File: src/rtl/aes_ccm_seq.sv
module aes_ccm_seq #(
  parameter int FDEPTH = 16
)(
  input  logic         clk,
  input  logic         rst_n,
  input  logic         reg_wr,
  input  logic [4:0]   reg_addr,
  input  logic [31:0]  reg_wdata,
  input  logic [3:0]   reg_be,
  output logic [31:0]  ctrl_rd,
  input  logic         in_wr,
  input  logic [31:0]  in_data,
  output logic         in_full,
  input  logic         out_rd,
  output logic [31:0]  out_data,
  output logic         out_empty,
  output logic         aes_req_valid,
  input  logic         aes_req_ready,
  output logic [127:0] aes_req_key,
  output logic [127:0] aes_req_blk,
  input  logic         aes_rsp_valid,
  input  logic [127:0] aes_rsp_blk,
  output logic         irq
);
  localparam int DW    = 32;
  localparam int BW    = 128;
  localparam int WPB   = BW / DW;
  localparam int NSLOT = 4;
  localparam int FPW   = $clog2(FDEPTH);
  localparam int CW    = FPW + 1;
  localparam logic [31:0] KEEP = 32'h7C07_0000;
  localparam logic [31:0] STAT = 32'h0020_0000;

  typedef enum logic [2:0] {S_IDLE, S_B0, S_WAIT, S_KS, S_MAC, S_TAG} st_t;

  function automatic logic [31:0] merge(input logic [31:0] o, input logic [31:0] n,
                                        input logic [3:0] be);
    logic [31:0] r;
    for (int b = 0; b < 4; b++) r[8*b +: 8] = be[b] ? n[8*b +: 8] : o[8*b +: 8];
    return r;
  endfunction

  logic [31:0]  ctrl_q, blk_q;
  logic [127:0] iv_q, mac_q, cur_key, ctr_q, run_mac, data_q;
  logic [127:0] key_q [NSLOT];
  st_t          st;
  logic         sent, aad_q, irq_q;
  logic [15:0]  rem;

  logic [31:0]    imem [FDEPTH];
  logic [31:0]    omem [FDEPTH];
  logic [FPW-1:0] iwp, irp, owp, orp;
  logic [CW-1:0]  icnt, ocnt;

  wire         busy   = ctrl_q[31];
  wire         ccm    = !ctrl_q[29];
  wire  [31:0] wv     = merge(ctrl_q, reg_wdata, reg_be);
  wire         cwr    = reg_wr && reg_addr == 5'd0 && !busy;
  wire         start  = cwr && wv[31];
  wire         take   = sent && aes_rsp_valid;
  wire  [2:0]  tle    = (ctrl_q[18:16] == 3'd0) ? 3'd1 : ctrl_q[18:16];
  wire         room   = icnt >= CW'(WPB) && ocnt <= CW'(FDEPTH - WPB);
  wire         pop4   = st == S_WAIT && rem != 16'd0 && room;
  wire         push4  = st == S_KS && take;
  wire [127:0] plain  = data_q ^ aes_rsp_blk;
  wire         fin_ctr = st == S_WAIT && rem == 16'd0 && !ccm;
  wire         fin_tag = st == S_TAG && take;
  wire         fin    = fin_ctr || fin_tag;
  wire         tag_ok = (run_mac ^ aes_rsp_blk) == mac_q;
  wire         in_push = in_wr && !in_full;
  wire         out_pop = out_rd && !out_empty;

  wire [127:0] b0 = {8'h02 | {1'b0, aad_q, tle, 3'b000}, ctr_q[119:24], 4'h0, rem, 4'h0};

  logic [127:0] din;
  always_comb
    for (int w = 0; w < WPB; w++) din[DW*w +: DW] = imem[irp + FPW'(w)];

  always_comb begin
    case (st)
      S_B0:    aes_req_blk = b0;
      S_KS:    aes_req_blk = ctr_q;
      S_MAC:   aes_req_blk = run_mac;
      S_TAG:   aes_req_blk = {ctr_q[127:24], 24'h0};
      default: aes_req_blk = '0;
    endcase
  end

  assign aes_req_valid = (st == S_B0 || st == S_KS || st == S_MAC || st == S_TAG) && !sent;
  assign aes_req_key   = cur_key;
  assign ctrl_rd       = ctrl_q;
  assign irq           = irq_q;
  assign in_full       = icnt == CW'(FDEPTH);
  assign out_empty     = ocnt == '0;
  assign out_data      = omem[orp];

  always_ff @(posedge clk) begin
    if (!rst_n) begin
      blk_q   <= '0;
      iv_q    <= '0;
      mac_q   <= '0;
      cur_key <= '0;
      for (int s = 0; s < NSLOT; s++) key_q[s] <= '0;
    end else begin
      if (reg_wr) begin
        if (reg_addr == 5'd1) blk_q <= merge(blk_q, reg_wdata, reg_be);
        for (int w = 0; w < WPB; w++) begin
          if (reg_addr == 5'(4 + w))
            iv_q[DW*w +: DW] <= merge(iv_q[DW*w +: DW], reg_wdata, reg_be);
          if (reg_addr == 5'(8 + w))
            mac_q[DW*w +: DW] <= merge(mac_q[DW*w +: DW], reg_wdata, reg_be);
          for (int s = 0; s < NSLOT; s++)
            if (reg_addr == 5'(16 + WPB*s + w))
              key_q[s][DW*w +: DW] <= merge(key_q[s][DW*w +: DW], reg_wdata, reg_be);
        end
      end
      if (cwr && wv[24]) cur_key <= key_q[wv[27:26]];
    end
  end

  always_ff @(posedge clk) begin
    if (!rst_n) begin
      ctrl_q  <= '0;
      st      <= S_IDLE;
      sent    <= 1'b0;
      irq_q   <= 1'b0;
      rem     <= '0;
      aad_q   <= 1'b0;
      ctr_q   <= '0;
      run_mac <= '0;
      data_q  <= '0;
    end else begin
      irq_q <= fin && ctrl_q[30];
      if (cwr) ctrl_q <= (wv & KEEP) | (ctrl_q & STAT) | {wv[31], 31'b0};
      if (fin) begin
        ctrl_q[31] <= 1'b0;
        ctrl_q[21] <= fin_tag && tag_ok;
      end
      if (aes_req_valid && aes_req_ready) sent <= 1'b1;
      if (take) sent <= 1'b0;
      case (st)
        S_IDLE: if (start) begin
          rem     <= blk_q[31:16];
          aad_q   <= |blk_q[15:0];
          run_mac <= '0;
          ctr_q   <= wv[29] ? iv_q : {8'h02, iv_q[95:0], 24'h000001};
          st      <= wv[29] ? S_WAIT : S_B0;
        end
        S_B0: if (take) begin
          run_mac <= aes_rsp_blk;
          st      <= S_WAIT;
        end
        S_WAIT: begin
          if (rem == 16'd0) st <= ccm ? S_TAG : S_IDLE;
          else if (room) begin
            data_q <= din;
            st     <= S_KS;
          end
        end
        S_KS: if (take) begin
          ctr_q <= ctr_q + 128'd1;
          if (ccm) begin
            run_mac <= run_mac ^ plain;
            st      <= S_MAC;
          end else begin
            rem <= rem - 16'd1;
            st  <= S_WAIT;
          end
        end
        S_MAC: if (take) begin
          run_mac <= aes_rsp_blk;
          rem     <= rem - 16'd1;
          st      <= S_WAIT;
        end
        S_TAG: if (take) st <= S_IDLE;
        default: st <= S_IDLE;
      endcase
    end
  end

  always_ff @(posedge clk) begin
    if (!rst_n) begin
      iwp  <= '0;
      irp  <= '0;
      owp  <= '0;
      orp  <= '0;
      icnt <= '0;
      ocnt <= '0;
    end else begin
      if (in_push) iwp <= iwp + FPW'(1);
      if (pop4)    irp <= irp + FPW'(WPB);
      if (push4)   owp <= owp + FPW'(WPB);
      if (out_pop) orp <= orp + FPW'(1);
      icnt <= icnt + CW'(in_push) - (pop4 ? CW'(WPB) : CW'(0));
      ocnt <= ocnt + (push4 ? CW'(WPB) : CW'(0)) - CW'(out_pop);
    end
  end

  always_ff @(posedge clk) begin
    if (in_push) imem[iwp] <= in_data;
    if (push4)
      for (int w = 0; w < WPB; w++) omem[owp + FPW'(w)] <= plain[DW*w +: DW];
  end
endmodule

File: config.mk
export PLATFORM = sky130hd
export DESIGN_NAME = aes_ccm_seq
export DESIGN_NICKNAME = d
export VERILOG_FILES = /design/src/rtl/aes_ccm_seq.sv
export SDC_FILE = /design/constraint.sdc
export NUM_CORES = 2
export LEC_CHECK = 0
export BUFFER_PORTS_ARGS = -buffer_cell sky130_fd_sc_hd__buf_4
export CAP_MARGIN = 5
export CORE_MARGIN = 8
export CORE_UTILIZATION = 44
export CTS_BUF_LIST = sky130_fd_sc_hd__clkbuf_4
export CTS_CLUSTER_SIZE = 24
export DETAILED_ROUTE_END_ITERATION = 12
export PLACE_DENSITY = 0.57
export SYNTH_ARGS = -nofsm -noshare
export SYNTH_HDL_FRONTEND = slang
export SYNTH_SLANG_ARGS = --single-unit
File: constraint.sdc
create_clock -name clk -period 14.8 [get_ports clk]
set_input_delay 2.22 -clock clk [delete_from_list [all_inputs] [get_ports clk]]
set_output_delay 2.22 -clock clk [all_outputs]
set_load 0.01 [all_outputs]
# Word level (Yosys, flattened, before mapping)
# Memories as Yosys holds them, arrays and structs flattened. A register that Yosys moved wholly into a read port is not among the register bits.
# Cells that the tools add are included.
classes:
  magnitude_cmp: 2
  n_eq_ne: 104
  n_addsub: 16
  bitwise: 71
  n_mux: 231
  n_reduce_logical: 151
op_table:
  columns: ["cell", "n"]
  rows:
  - ["$mux 8", 129]
  - ["$mux 128", 7]
  - ["$pmux 128 s4", 1]
  - ["$pmux 128 s3", 1]
  - ["$xor 128x128->128", 3]
  - ["$pmux 128 s2", 1]
  - ["$reduce_and 2->1", 65]
  - ["$add 128x1->128 const B", 1]
  - ["$eq 128x128->1", 1]
  - ["$reduce_and 3->1", 38]
  - ["$eq 5x5->1 const B", 17]
  - ["$mux 1", 70]
  - ["$mux 16", 4]
  - ["$ne 1x1->1 const B", 64]
  - ["$or 1x1->1", 64]
  - ["$pmux 16 s3", 1]
  - ["$mux 3", 12]
  - ["$or 31x32->32", 1]
  - ["$or 31x22->31", 1]
  - ["$mux 22", 1]
  - ["$eq 5x3->1 const B", 4]
  - ["$eq 5x4->1 const B", 4]
  - ["$logic_and 1x1->1", 18]
  - ["$add 4x1->4 const B", 4]
  - ["31 further kinds", 63]
word_totals:
  ff_bits: 624
  mem_bits_rw: 1536
  memories: 3
  in_bits: 208
memory_table:
  columns: ["memory", "depth", "word_bits", "read_ports", "rd_clocked_by_memory_dff", "write_ports", "line_no", "rtl"]
  rows:
  - ["imem", 16, 32, 4, 4, 1, "50", "logic [31:0] imem [FDEPTH];"]
  - ["key_q", 4, 128, 1, 1, 4, "45", "logic [127:0] key_q [NSLOT];"]
  - ["omem", 16, 32, 1, 1, 4, "51", "logic [31:0] omem [FDEPTH];"]

# Logic depth before layout (Yosys ltp)
logic_depth:
  ltp_word: 7
  mapped_depth: 15
  ltp_nobuf: 13

# Worst setup path before layout
# OpenSTA, ideal clock, no wires.
synth_path:
  path_kind: "input port to flip-flop"
  startpoint: "input port aes_rsp_valid"
  endpoint: "memory omem[0][0] (enable)"
  path_buffers: 1
  setup_slack_ns: 8.696
  required_ns: 14.297
  path_stages: 3
  t_arrival_ns: 5.601
  path_cell_list: "and2_1 clkbuf_1 and3_1"
synth_rtl:
  columns: ["element", "line_no", "rtl"]
  rows:
  - ["start: declaration", "21", "input logic aes_rsp_valid,"]
  - ["end: declaration", "51", null]

==> impl_summary.txt <==
----------------------------------------------------
[Logic synthesis]
  Combinational family with the most area after synthesis ... simple AND/OR/NAND/NOR gates
  Count leader, synth ... edfxtp_1
  Number of synthesized flops with an enable pin ... 1472
  Share of synthesized area occupied by flip-flops and latches ... 61.0%
  Post-synthesis cell type with the largest combined area ... edfxtp_1
  Count of synthesis-stage warnings from yosys ... 0
  Mux cell area share after synthesis ... 10.3%
  Share of Yosys cell area claimed by the top area cell type ... 43.1%
  FF+latch count, synth ... 2394
  Library cells used by synthesis ... 88
  Synth area leaders ... edfxtp_1 43%, dfxtp_1 18%, mux4_2 9.1%, nand2_1 4.7%, a21oi_1 4.3%
  Adder-cell share of the synthesized area ... 0.336%
  XOR/XNOR Fraction of Synth Area ... 3.18%
  Number of standard cells after synthesis ... 8597
  Most used flip-flop cell after synthesis ... edfxtp_1
  Post-synthesis simple-gate area fraction ... 12.7%
  Asr flop ratio synth ... 0%
  Most numerous cell types in the synthesized netlist ... 1472 x edfxtp_1, 1280 x nand2_1, 922 x dfxtp_1
  Compound-cell area share of the yosys netlist ... 9.26%
  Synthesized area per cell ... 11.9 um2
  Post-synth design cell area ... 103000 um2

[Route]
  Violation count after the first detailed-route iteration ... 11300
  Drt wl/cell ... 31.9 um
  Overall via count from detail_route ... 78400
  Final wirelength ... 409000 um
  DRC violations left ... 0
  Routed Antenna Nets ... 0
  DR pass1 iterations ... 8
  Average via count per standard cell ... 6.12

[GRT]
  Antenna violations before repair ... 71
  Most Crowded Layer GR ... met2
  Global routing usage summed across all routing layers ... 31.5%
  Largest net degree at the start of global routing ... 213
  Met1 Use GR ... 41.8%
  Grt met3 use ... 8.01%
  Global-route wire length before repair ... 565000 um
  GRT Residual Overflow ... 0
  Met2 usage ... 45.5%
  Via count of the first global-routing pass ... 74800

[Worst setup path]
  Critical path capture point type ... primary output
  Critical Path RT ... 12580 ps
  Data arrival time of the worst path ... 5390 ps
  Type of origin of the critical path ... register
  Top fanout value on the critical path ... 48
  Start-to-end type of the worst setup path ... reg2out

[Layout]
  Fraction of layout instances using a drive strength above 1 ... 22.9%
  Final Net Count ... 9475
  Layout-stage area growth over the synthesis result ... 14.7%
  Utilization after layout ... 50.7%
  Number of fill cells in the layout ... 20700

[Pwr]
  Comb pwr share ... 9.7%
  Internal Pwr Total ... 0.0111 W
  Sw Pwr ... 0.00381 W
  Switching share of total power ... 25.5%
  Sequential share of power ... 49.1%
  Static power due to leakage ... 39.5 nW
  Relative contribution of the clock network to total power ... 41.2%
  P per Cell Area ... 127 nW/um2
  Peak supply drop ... 0.0688 mV

[Clock tree]
  Setup bufs post-CTS ... 0
  Count of hold buffers inserted by post-cts repair ... 0
  H-tree depth ... 6
  Number of buffers inserted during clock tree synthesis ... 652
  Root buf cell ... clkbuf_4
  Clock network latency to the later pin of the worst-skew pair ... 1470 ps
  CTS Buffer Depth ... 4
  Post-cts repair resize count ... 0
  Number of clock sinks ... 2394
  CTS clock-pin slew for the worst setup and hold paths ... 60 ps
  CTS tree ... done

[Floorplan]
  Die span in y ... 499 um
  Initial core utilization ... 44.2%
  I/O pin cnt ... 532
  Core Area ... 232000 um2
  Die Footprint ... 249000 um2
  # rows ... 177
  Die X ... 499 um

[STA]
  Relative slew slack ... 10.9%
  Number of endpoints with negative hold slack in the final report ... 0
  Setup Total Neg Slack ... 0 ps
  Time the final worst path needs with I/O delays and setup ... 7610 ps
  Worst-margin pin slew ... 1330 ps
  Post-route worst hold slack ... 454 ps
  Minimum setup slack in the final design ... 7190 ps
  Final-report setup violation count ... 0
  Final worst path period share ... 51.4%
  F_max ... 131 MHz
  Setup clock skew after layout ... 135 ps
  Unrepaired setup endpoints after global routing ... no
  Max-slew violation total from the final report ... 0

[Worst hold path]
  Class of the tightest hold or removal check ... reg2reg

[Placement]
  HPWL after detailed placement ... 282000 um
  Buffers on Ports ... 509
  Routability congestion estimate ... 1.00
  Worst setup slack before clock tree synthesis ... 8410 ps

[Outcome]
  Result of the run ... completed

[Run]
  Count of maximum capacitance violations ... 0

----------------------------------------------------
-- final cells by class --
type | instances | area (um2) | area share [%]
well taps | 3043 | 3810 | 3.23
multi-input cells | 5381 | 37100 | 31.5
clock buffers | 999 | 7500 | 6.37
flip-flops and latches | 2394 | 62700 | 53.2
repair buffers | 635 | 4820 | 4.09
inverters | 176 | 671 | 0.570
diodes | 48 | 120 | 0.102
clock inverters | 147 | 997 | 0.847
-- cells in the final DEF (no fill, tap or decap), types with 16 or more instances in the layout --
cell type	Yosys	final
o21ai_0	306	304
nand3_1	389	388
xor2_1	96	96
nor3_1	174	163
and2_1	147	143
and3_1	152	147
o22ai_1	33	33
mux2i_1	112	109
diode_2	0	48
edfxtp_1	1472	1472
ha_1	26	26
a222oi_1	19	19
mux4_2	416	416
a32oi_1	56	56
dfxtp_1	922	915
nor4_1	60	57
a22o_1	70	70
a21o_1	31	31
a22oi_1	72	72
xnor2_1	261	261
clkinv_1	0	93
or3_1	16	16
clkbuf_4	0	1000
nor2_1	358	336
clkinv_2	0	19
conb_1	1	22
buf_4	25	630
nor2b_1	38	38
a211oi_1	17	17
inv_1	175	174
nand2_1	1280	1278
and4_1	20	20
a31oi_1	36	36
nand4_1	83	83
a21oi_1	874	871
-- critical path, stage by stage, from the launching register on --
cell	delay, ps
dfxtp_4	930
buf_4	740
buf_4	850
mux4_2	600
mux4_2	580
buf_4	190
-- per-stage QoR --
stage	instance area, um2	instances	power [W]
2_1_floorplan	103000	8618	0.00833
3_3_place_gp	109000	11600	0.00889
3_5_place_dp	109000	11600	0.00891
4_1_cts	118000	12800	0.0150
5_1_grt	118000	12800	0.0155
6_report	118000	12800	0.0149
-- power by group through the flow --
stage	Clock [W]	Sequential, W	Combinational (W)
after global placement	0	0.00747	0.00142
final	0.00616	0.00733	0.00145
after CTS	0.00625	0.00733	0.00144
after detailed placement	0	0.00748	0.00144
after floorplan	0	0.00739	0.000937
after global routing	0.00660	0.00734	0.00152
-- logic make-up (layout without fill, tap and decap cells) --
family | after synthesis | in the layout
xor gates and xnor gates | 363 | 363
buffers and inverters | 843 | 1957
adders and majority gates | 27 | 27
DFF | 2394 | 2394
AOI/OAI and AO/OA | 1633 | 1633
muxes | 533 | 533
other | 1 | 70
and+or+nand+nor | 2803 | 2803
-- final timing paths --
path	from	end	slack, ps	cells past startpoint
max	register	out_data[16]	7190	5
min	key_q[3][51]	key_q[3][51]	450	2
max reg2reg	st[1]	ctr_q[62]	10140	11
min reg2reg	key_q[3][51]	key_q[3][51]	450	2
-- sequential cells by signal (all words and copies together), names as in the netlist, named ones only --
register,count
ctr_q,128
icnt,5
iv_q,128
ocnt,5
rem,16
irp,2
ctrl_rd,10
data_q,128
blk_q,32
key_q,512
st,3
imem,512
mac_q,128
aes_req_key,128
sent,1
omem,512
owp,2
iwp,4
orp,4
run_mac,128
irq,1
aad_q,1
-- layer usage --
metal	vias to the layer above	share of wire, %
met4	36	7.7
met3	1063	10
met2	4813	43
met1	39100	39
met5	-	0.059
li1	33400	-
(Power assumes the default switching activity.)
